**src/rtl/csum_seq_pkg.sv**
```systemverilog
package csum_seq_pkg;
  typedef enum logic [2:0] {
    ST_IDLE,
    ST_LOOKUP,
    ST_FETCH_CS,
    ST_VERIFY_CS,
    ST_FETCH_TGT,
    ST_VERIFY_TGT,
    ST_DONE,
    ST_HALT
  } seq_state_e;
endpackage

```
**src/rtl/csum_root_table.sv**
```systemverilog
module csum_root_table #(
  parameter int IDX_W  = 2,
  parameter int CSUM_W = 32
) (
  input  logic              clk_i,
  input  logic              rst_ni,
  input  logic              clr_en_i,
  input  logic [IDX_W-1:0]  clr_idx_i,
  input  logic [CSUM_W-1:0] clr_csum_i,
  input  logic              set_en_i,
  input  logic [IDX_W-1:0]  set_idx_i,
  input  logic [IDX_W-1:0]  rd_idx_i,
  output logic              resident_o,
  output logic [CSUM_W-1:0] root_o
);
  localparam int N_CS = 1 << IDX_W;

  logic [N_CS-1:0]   res_vec;
  logic [CSUM_W-1:0] root_arr [N_CS];

  for (genvar g = 0; g < N_CS; g++) begin : g_ent
    logic              res_r;
    logic [CSUM_W-1:0] root_r;
    always_ff @(posedge clk_i or negedge rst_ni) begin
      if (!rst_ni) begin
        res_r  <= 1'b1;
        root_r <= '0;
      end else if (clr_en_i && clr_idx_i == IDX_W'(g)) begin
        res_r  <= 1'b0;
        root_r <= clr_csum_i;
      end else if (set_en_i && set_idx_i == IDX_W'(g)) begin
        res_r  <= 1'b1;
      end
    end
    assign res_vec[g]  = res_r;
    assign root_arr[g] = root_r;
  end

  assign resident_o = res_vec[rd_idx_i];
  assign root_o     = root_arr[rd_idx_i];

  a_r10_no_set_clr_clash: assert property (@(posedge clk_i) disable iff (!rst_ni)
    !(set_en_i && clr_en_i));
  a_r10_evict_visible: assert property (@(posedge clk_i) disable iff (!rst_ni)
    clr_en_i |=> !res_vec[$past(clr_idx_i)] && root_arr[$past(clr_idx_i)] == $past(clr_csum_i));
  a_r6_set_visible: assert property (@(posedge clk_i) disable iff (!rst_ni)
    set_en_i |=> res_vec[$past(set_idx_i)]);
endmodule

```
**src/rtl/csum_seq_fsm.sv**
```systemverilog
module csum_seq_fsm
  import csum_seq_pkg::*;
#(
  parameter int PAGE_W = 12,
  parameter int IDX_W  = 2,
  parameter int CSUM_W = 32
) (
  input  logic              clk_i,
  input  logic              rst_ni,
  input  logic              req_valid_i,
  input  logic [PAGE_W-1:0] req_page_i,
  output logic              req_ready_o,
  input  logic              resident_i,
  input  logic [CSUM_W-1:0] root_csum_i,
  output logic [IDX_W-1:0]  idx_o,
  output logic              set_en_o,
  output logic              idle_o,
  output logic              tbl_rd_en_o,
  output logic [PAGE_W-1:0] tbl_rd_addr_o,
  input  logic [CSUM_W-1:0] tbl_rd_data_i,
  output logic              fetch_valid_o,
  output logic              fetch_is_csum_o,
  output logic [PAGE_W-1:0] fetch_page_o,
  input  logic              fetch_done_i,
  output logic              chk_valid_o,
  output logic [CSUM_W-1:0] chk_expect_o,
  input  logic              chk_done_i,
  input  logic              chk_pass_i,
  output logic              done_o,
  output logic              halt_o
);
  localparam int PAD_W = PAGE_W - IDX_W;

  seq_state_e        state_q, state_d;
  logic [PAGE_W-1:0] page_q;
  logic [CSUM_W-1:0] tgt_csum_q;
  logic              rd_pend_q;

  assign idx_o = page_q[PAGE_W-1 -: IDX_W];

  always_comb begin
    state_d = state_q;
    unique case (state_q)
      ST_IDLE:       if (req_valid_i) state_d = ST_LOOKUP;
      ST_LOOKUP:     state_d = resident_i ? ST_FETCH_TGT : ST_FETCH_CS;
      ST_FETCH_CS:   if (fetch_done_i) state_d = ST_VERIFY_CS;
      ST_VERIFY_CS:  if (chk_done_i) state_d = chk_pass_i ? ST_LOOKUP : ST_HALT;
      ST_FETCH_TGT:  if (fetch_done_i) state_d = ST_VERIFY_TGT;
      ST_VERIFY_TGT: if (chk_done_i) state_d = chk_pass_i ? ST_DONE : ST_HALT;
      ST_DONE:       state_d = ST_IDLE;
      ST_HALT:       state_d = ST_HALT;
      default:       state_d = ST_HALT;
    endcase
  end

  always_ff @(posedge clk_i or negedge rst_ni) begin
    if (!rst_ni) begin
      state_q    <= ST_IDLE;
      page_q     <= '0;
      tgt_csum_q <= '0;
      rd_pend_q  <= 1'b0;
    end else begin
      state_q   <= state_d;
      rd_pend_q <= tbl_rd_en_o;
      if (state_q == ST_IDLE && req_valid_i) page_q <= req_page_i;
      if (rd_pend_q) tgt_csum_q <= tbl_rd_data_i;
    end
  end

  assign req_ready_o     = (state_q == ST_IDLE);
  assign idle_o          = (state_q == ST_IDLE);
  assign tbl_rd_en_o     = (state_q == ST_LOOKUP) && resident_i;
  assign tbl_rd_addr_o   = page_q;
  assign fetch_valid_o   = (state_q == ST_FETCH_CS) || (state_q == ST_FETCH_TGT);
  assign fetch_is_csum_o = (state_q == ST_FETCH_CS);
  assign fetch_page_o    = fetch_is_csum_o ? {{PAD_W{1'b0}}, idx_o} : page_q;
  assign chk_valid_o     = (state_q == ST_VERIFY_CS) || (state_q == ST_VERIFY_TGT);
  assign chk_expect_o    = (state_q == ST_VERIFY_CS) ? root_csum_i : tgt_csum_q;
  assign set_en_o        = (state_q == ST_VERIFY_CS) && chk_done_i && chk_pass_i;
  assign done_o          = (state_q == ST_DONE);
  assign halt_o          = (state_q == ST_HALT);

  a_r2_ready_quiet: assert property (@(posedge clk_i) disable iff (!rst_ni)
    req_ready_o |-> !fetch_valid_o && !chk_valid_o && !tbl_rd_en_o);
  a_r3_read_single: assert property (@(posedge clk_i) disable iff (!rst_ni)
    tbl_rd_en_o |=> !tbl_rd_en_o && fetch_valid_o && !fetch_is_csum_o);
  a_r4_csum_fetch_nonres: assert property (@(posedge clk_i) disable iff (!rst_ni)
    (fetch_valid_o && fetch_is_csum_o) |-> !resident_i);
  a_r4_fetch_hold: assert property (@(posedge clk_i) disable iff (!rst_ni)
    (fetch_valid_o && !fetch_done_i) |=> fetch_valid_o && $stable(fetch_page_o));
  a_r5_target_after_cs: assert property (@(posedge clk_i) disable iff (!rst_ni)
    (fetch_valid_o && !fetch_is_csum_o) |-> resident_i);
  a_r8_halt_sticky: assert property (@(posedge clk_i) disable iff (!rst_ni)
    halt_o |=> halt_o);
  a_r8_halt_quiet: assert property (@(posedge clk_i) disable iff (!rst_ni)
    halt_o |-> !req_ready_o && !fetch_valid_o && !chk_valid_o && !tbl_rd_en_o);
  a_r9_done_after_pass: assert property (@(posedge clk_i) disable iff (!rst_ni)
    done_o |-> $past(chk_valid_o && chk_done_i && chk_pass_i && !fetch_is_csum_o));
  a_r9_done_pulse: assert property (@(posedge clk_i) disable iff (!rst_ni)
    done_o |=> !done_o && req_ready_o);
endmodule

```
**src/rtl/csum_fault_seq.sv**
```systemverilog
module csum_fault_seq #(
  parameter int PAGE_W = 12,
  parameter int IDX_W  = 2,
  parameter int CSUM_W = 32
) (
  input  logic              clk_i,
  input  logic              rst_ni,
  input  logic              req_valid_i,
  input  logic [PAGE_W-1:0] req_page_i,
  output logic              req_ready_o,
  input  logic              evict_valid_i,
  input  logic [IDX_W-1:0]  evict_idx_i,
  input  logic [CSUM_W-1:0] evict_csum_i,
  output logic              tbl_rd_en_o,
  output logic [PAGE_W-1:0] tbl_rd_addr_o,
  input  logic [CSUM_W-1:0] tbl_rd_data_i,
  output logic              fetch_valid_o,
  output logic              fetch_is_csum_o,
  output logic [PAGE_W-1:0] fetch_page_o,
  input  logic              fetch_done_i,
  output logic              chk_valid_o,
  output logic [CSUM_W-1:0] chk_expect_o,
  input  logic              chk_done_i,
  input  logic              chk_pass_i,
  output logic              done_o,
  output logic              halt_o
);
  logic              resident;
  logic [CSUM_W-1:0] root_csum;
  logic [IDX_W-1:0]  idx;
  logic              set_en;
  logic              idle;
  logic              clr_en;

  // evictions only land while no fault is in flight
  assign clr_en = evict_valid_i && idle;

  csum_root_table #(.IDX_W(IDX_W), .CSUM_W(CSUM_W)) u_table (
    .clk_i      (clk_i),
    .rst_ni     (rst_ni),
    .clr_en_i   (clr_en),
    .clr_idx_i  (evict_idx_i),
    .clr_csum_i (evict_csum_i),
    .set_en_i   (set_en),
    .set_idx_i  (idx),
    .rd_idx_i   (idx),
    .resident_o (resident),
    .root_o     (root_csum)
  );

  csum_seq_fsm #(.PAGE_W(PAGE_W), .IDX_W(IDX_W), .CSUM_W(CSUM_W)) u_fsm (
    .clk_i           (clk_i),
    .rst_ni          (rst_ni),
    .req_valid_i     (req_valid_i),
    .req_page_i      (req_page_i),
    .req_ready_o     (req_ready_o),
    .resident_i      (resident),
    .root_csum_i     (root_csum),
    .idx_o           (idx),
    .set_en_o        (set_en),
    .idle_o          (idle),
    .tbl_rd_en_o     (tbl_rd_en_o),
    .tbl_rd_addr_o   (tbl_rd_addr_o),
    .tbl_rd_data_i   (tbl_rd_data_i),
    .fetch_valid_o   (fetch_valid_o),
    .fetch_is_csum_o (fetch_is_csum_o),
    .fetch_page_o    (fetch_page_o),
    .fetch_done_i    (fetch_done_i),
    .chk_valid_o     (chk_valid_o),
    .chk_expect_o    (chk_expect_o),
    .chk_done_i      (chk_done_i),
    .chk_pass_i      (chk_pass_i),
    .done_o          (done_o),
    .halt_o          (halt_o)
  );
endmodule

```
**config.mk**
```make
export PLATFORM = sky130hd
export DESIGN_NAME = csum_fault_seq
export DESIGN_NICKNAME = d
export VERILOG_FILES = /design/src/rtl/csum_seq_pkg.sv /design/src/rtl/csum_root_table.sv /design/src/rtl/csum_seq_fsm.sv /design/src/rtl/csum_fault_seq.sv
export SDC_FILE = /design/constraint.sdc
export NUM_CORES = 1
export LEC_CHECK = 0
export ABC_AREA = 1
export BUFFER_PORTS_ARGS = -buffer_cell sky130_fd_sc_hd__buf_2
export CORE_MARGIN = 2
export CORE_UTILIZATION = 61
export CTS_CLUSTER_SIZE = 25
export DETAILED_ROUTE_END_ITERATION = 16
export GPL_TIMING_DRIVEN = 1
export PLACE_DENSITY = 0.86
export SLEW_MARGIN = 10
export SYNTH_ARGS = -nofsm -noshare
export SYNTH_HDL_FRONTEND = slang
export SYNTH_HIERARCHICAL = 1
export SYNTH_SLANG_ARGS = --single-unit
```
**constraint.sdc**
```tcl
create_clock -name clk_i -period 5.64 [get_ports clk_i]
set_input_delay 0.846 -clock clk_i [delete_from_list [all_inputs] [get_ports clk_i]]
set_output_delay 0.846 -clock clk_i [all_outputs]
set_load 0.1 [all_outputs]
```
==> results.py <==
metrics = {
    "synthesis": {
        "synth_fp_nets": 1328,
        "synth_area_um2": 9020,
        "synth_top_area_share_pct": 48.8,
        "yosysTopAreaCell": "dfrtp_1",
        "synth_common_cells": "nand2_1 (457), inv_1 (222), dfrtp_1 (176)",
        "synth_edf_count": 0,
        "yosys_register_bits": 180,
        "synth.most_common_cell": "nand2_1",
        "synth-main-ff-cell": "dfrtp_1",
        "yosysWarnings": 6,
        "ys_async_sr_fraction_pct": 100,
        "synth-seq-area-share_pct": 50.0,
        "synth.area.top_cells": "dfrtp_1 (49%), nand2_1 (19%), inv_1 (9.2%)",
        "ys_types": 23,
        "syn_area_per_cell_um2": 7.26,
        "syn_inst": 1243,
    },
    "finish": {
        "synthToLayoutAreaGrowth_pct": 14.1,
        "fill_cells": 1184,
        "drive_above_1_share_pct": 15.0,
        "nNetsFinal": 1433,
        "stdcell_count": 1546,
    },
    "global_routing": {
        "grt_pass1_wl_um": 36800,
        "gr-max-usage-layer": "met2",
        "antenna_found_initial": 1,
        "use_met3_pct": 5.23,
        "grt_pass1_vias": 7807,
        "grt_use_met2_pct": 48.3,
        "grt_overflow_total": 0,
        "grt_usage_pct": 28.9,
        "grt_use_met1_pct": 37.8,
        "grt_max_degree": 79,
    },
    "floorplanning": {
        "ioPinCount": 148,
        "rows": 44,
        "coreArea_um2": 14500,
        "die_h_um": 126,
        "die_area_um2": 15800,
        "fp.dieW_um": 126,
        "start_util_pct": 62.3,
    },
    "worst_setup_path": {
        "crit_path_start_kind": "flop",
        "cpPeakStageDelay_ns": 0.60,
        "end_kind": "output port",
        "critPathArrivalTime_ns": 2.51,
        "criticalPathCategory": "flop to output port",
        "crit_fanout": 66,
        "critPathBufInv": 2,
        "path_delay_family": "buffers and inverters",
        "crit_path_cell_trace": "nand2_2, nor2_4, buf_4, nand2_1, o21ai_1, buf_2",
        "worst_path_max_delay_cell": "dfrtp_1",
        "required_ns": 4.79,
    },
    "routing": {
        "drt_iter0_drc": 850,
        "post_drt_via_cell_ratio": 5.27,
        "wirelength_um": 22000,
        "vias": 8145,
        "avgRoutedWirePerCell_um": 14.2,
        "drc": 0,
        "dr.pass1.iters": 6,
        "ant_nets": 0,
    },
    "cts": {
        "cts.path.max_buffers": 2,
        "root_buffer": "clkbuf_16",
        "post_cts_buffers": 0,
        "cts_sinks": 180,
        "clkTransAtPathRegs_ns": 0.06,
        "ctsHoldBuffers": 0,
        "numCtsBuffers": 17,
        "clk_latency_ns": 0.43,
        "htreeDepth": 4,
        "cts-resized-gates": 0,
        "cts_tree": "built",
    },
    "timing": {
        "fin_setup_tns_ns": 0,
        "worst_pin_slew_ns": 1.06,
        "fin_crit_ns": 3.36,
        "rsz0062_at_grt": "false",
        "slew_viol_final": 0,
        "slew-limit-headroom_pct": 29.5,
        "whs_ns": 0.441,
        "fmaxAchievable_mhz": 298,
        "post-route-period-util_pct": 59.5,
        "setup_violations": 0,
        "clock_skew_ns": 0.00299,
        "hold_viol": 0,
    },
    "run_status": {
        "status": "finished clean",
    },
    "placement": {
        "dp_cells": 1513,
        "gp_congestion": 0.838,
        "portBuffers": 147,
        "hpwlAfterDp_um": 13300,
    },
    "job": {
        "drv_cap": 0,
    },
    "min_path": {
        "hold_path.class": "input pin to async pin",
    },
}
## routing by layer
layer  wire length, µm  vias to the layer above
met2             10700                      303
met1              9420                     3828
met3              1390                       37
li1                  -                     3977
met4               513                        0
met5                 0                        -
## area by class of cell
| cell class | instances | area (µm²) | area share [%] |
|---|---|---|---|
| Antenna cell | 1 | 2.50 | 0.0243 |
| Clock buffer | 29 | 541 | 5.25 |
| Inverter | 224 | 841 | 8.17 |
| Tap cell | 184 | 230 | 2.24 |
| Multi-Input combinational cell | 765 | 3290 | 31.9 |
| Clock inverter | 3 | 40.0 | 0.389 |
| Sequential cell | 180 | 4510 | 43.8 |
| Timing Repair Buffer | 160 | 840 | 8.16 |
## kinds of logic after synthesis
logic type	synth area share (%)
buf+inv	13.7
compound gates	9.23
simple gates	27.1
flops	50.0
## path summary, 6_finish.rpt
kind	startpoint	end	slack [ns]	depth (start not counted)
worst min register to register	u_table/g_ent[0].root_r[15]	u_table/g_ent[0].root_r[15]	0.47	2
min in group clk_i	u_table/g_ent[0].root_r[15]	u_table/g_ent[0].root_r[15]	0.47	2
worst max register to register	u_fsm/state_q[1]	u_table/g_ent[0].root_r[22]	2.91	8
worst min-delay path	rst_ni	u_table/g_ent[0].root_r[11]	0.44	1
max in group asynchronous	rst_ni	u_fsm/rd_pend_q	3.91	2
worst max-delay path	u_fsm/state_q[1]	chk_expect_o[28]	2.28	6
## stage by stage
step / worst slack [ns] / utilization [%] / cell area, µm²
finish: 2.28 / 71.1 / 10300
global route: 2.10 / 71.1 / 10300
CTS: 2.29 / 71.1 / 10300
detailed placement: 2.76 / 67.1 / 9710
global placement: 2.83 / 67.1 / 9710
floorplan: 1.79 / - / 9020
## placed cells by master (no fill, tap or decap), types with 2 or more instances in the layout
master	synthesis	layout
inv_1	222	221
nor3_1	2	2
dfstp_2	4	4
dfrtp_1	176	174
inv_2	2	3
buf_4	12	13
a21oi_1	2	2
nand3_1	123	121
o21ai_0	71	71
o21ai_1	92	92
clkinv_2	0	2
clkbuf_16	0	17
clkbuf_1	21	5
clkbuf_8	0	7
buf_2	35	146
nand2_1	457	457
nand3_2	2	4
dfrtp_2	0	2
nor2_1	10	10
## sequential cells by signal, summed over array words and instances, names as in the netlist
signal,count
u_table/g_ent.root_r,128
u_fsm/tgt_csum_q,32
u_fsm/tbl_rd_addr_o,12
u_table/g_ent.res_r,4
u_fsm/state_q,3
u_fsm/rd_pend_q,1
Power is not shown: default switching activity piles up to over one toggle a cycle in this logic, so the estimate is an artifact.
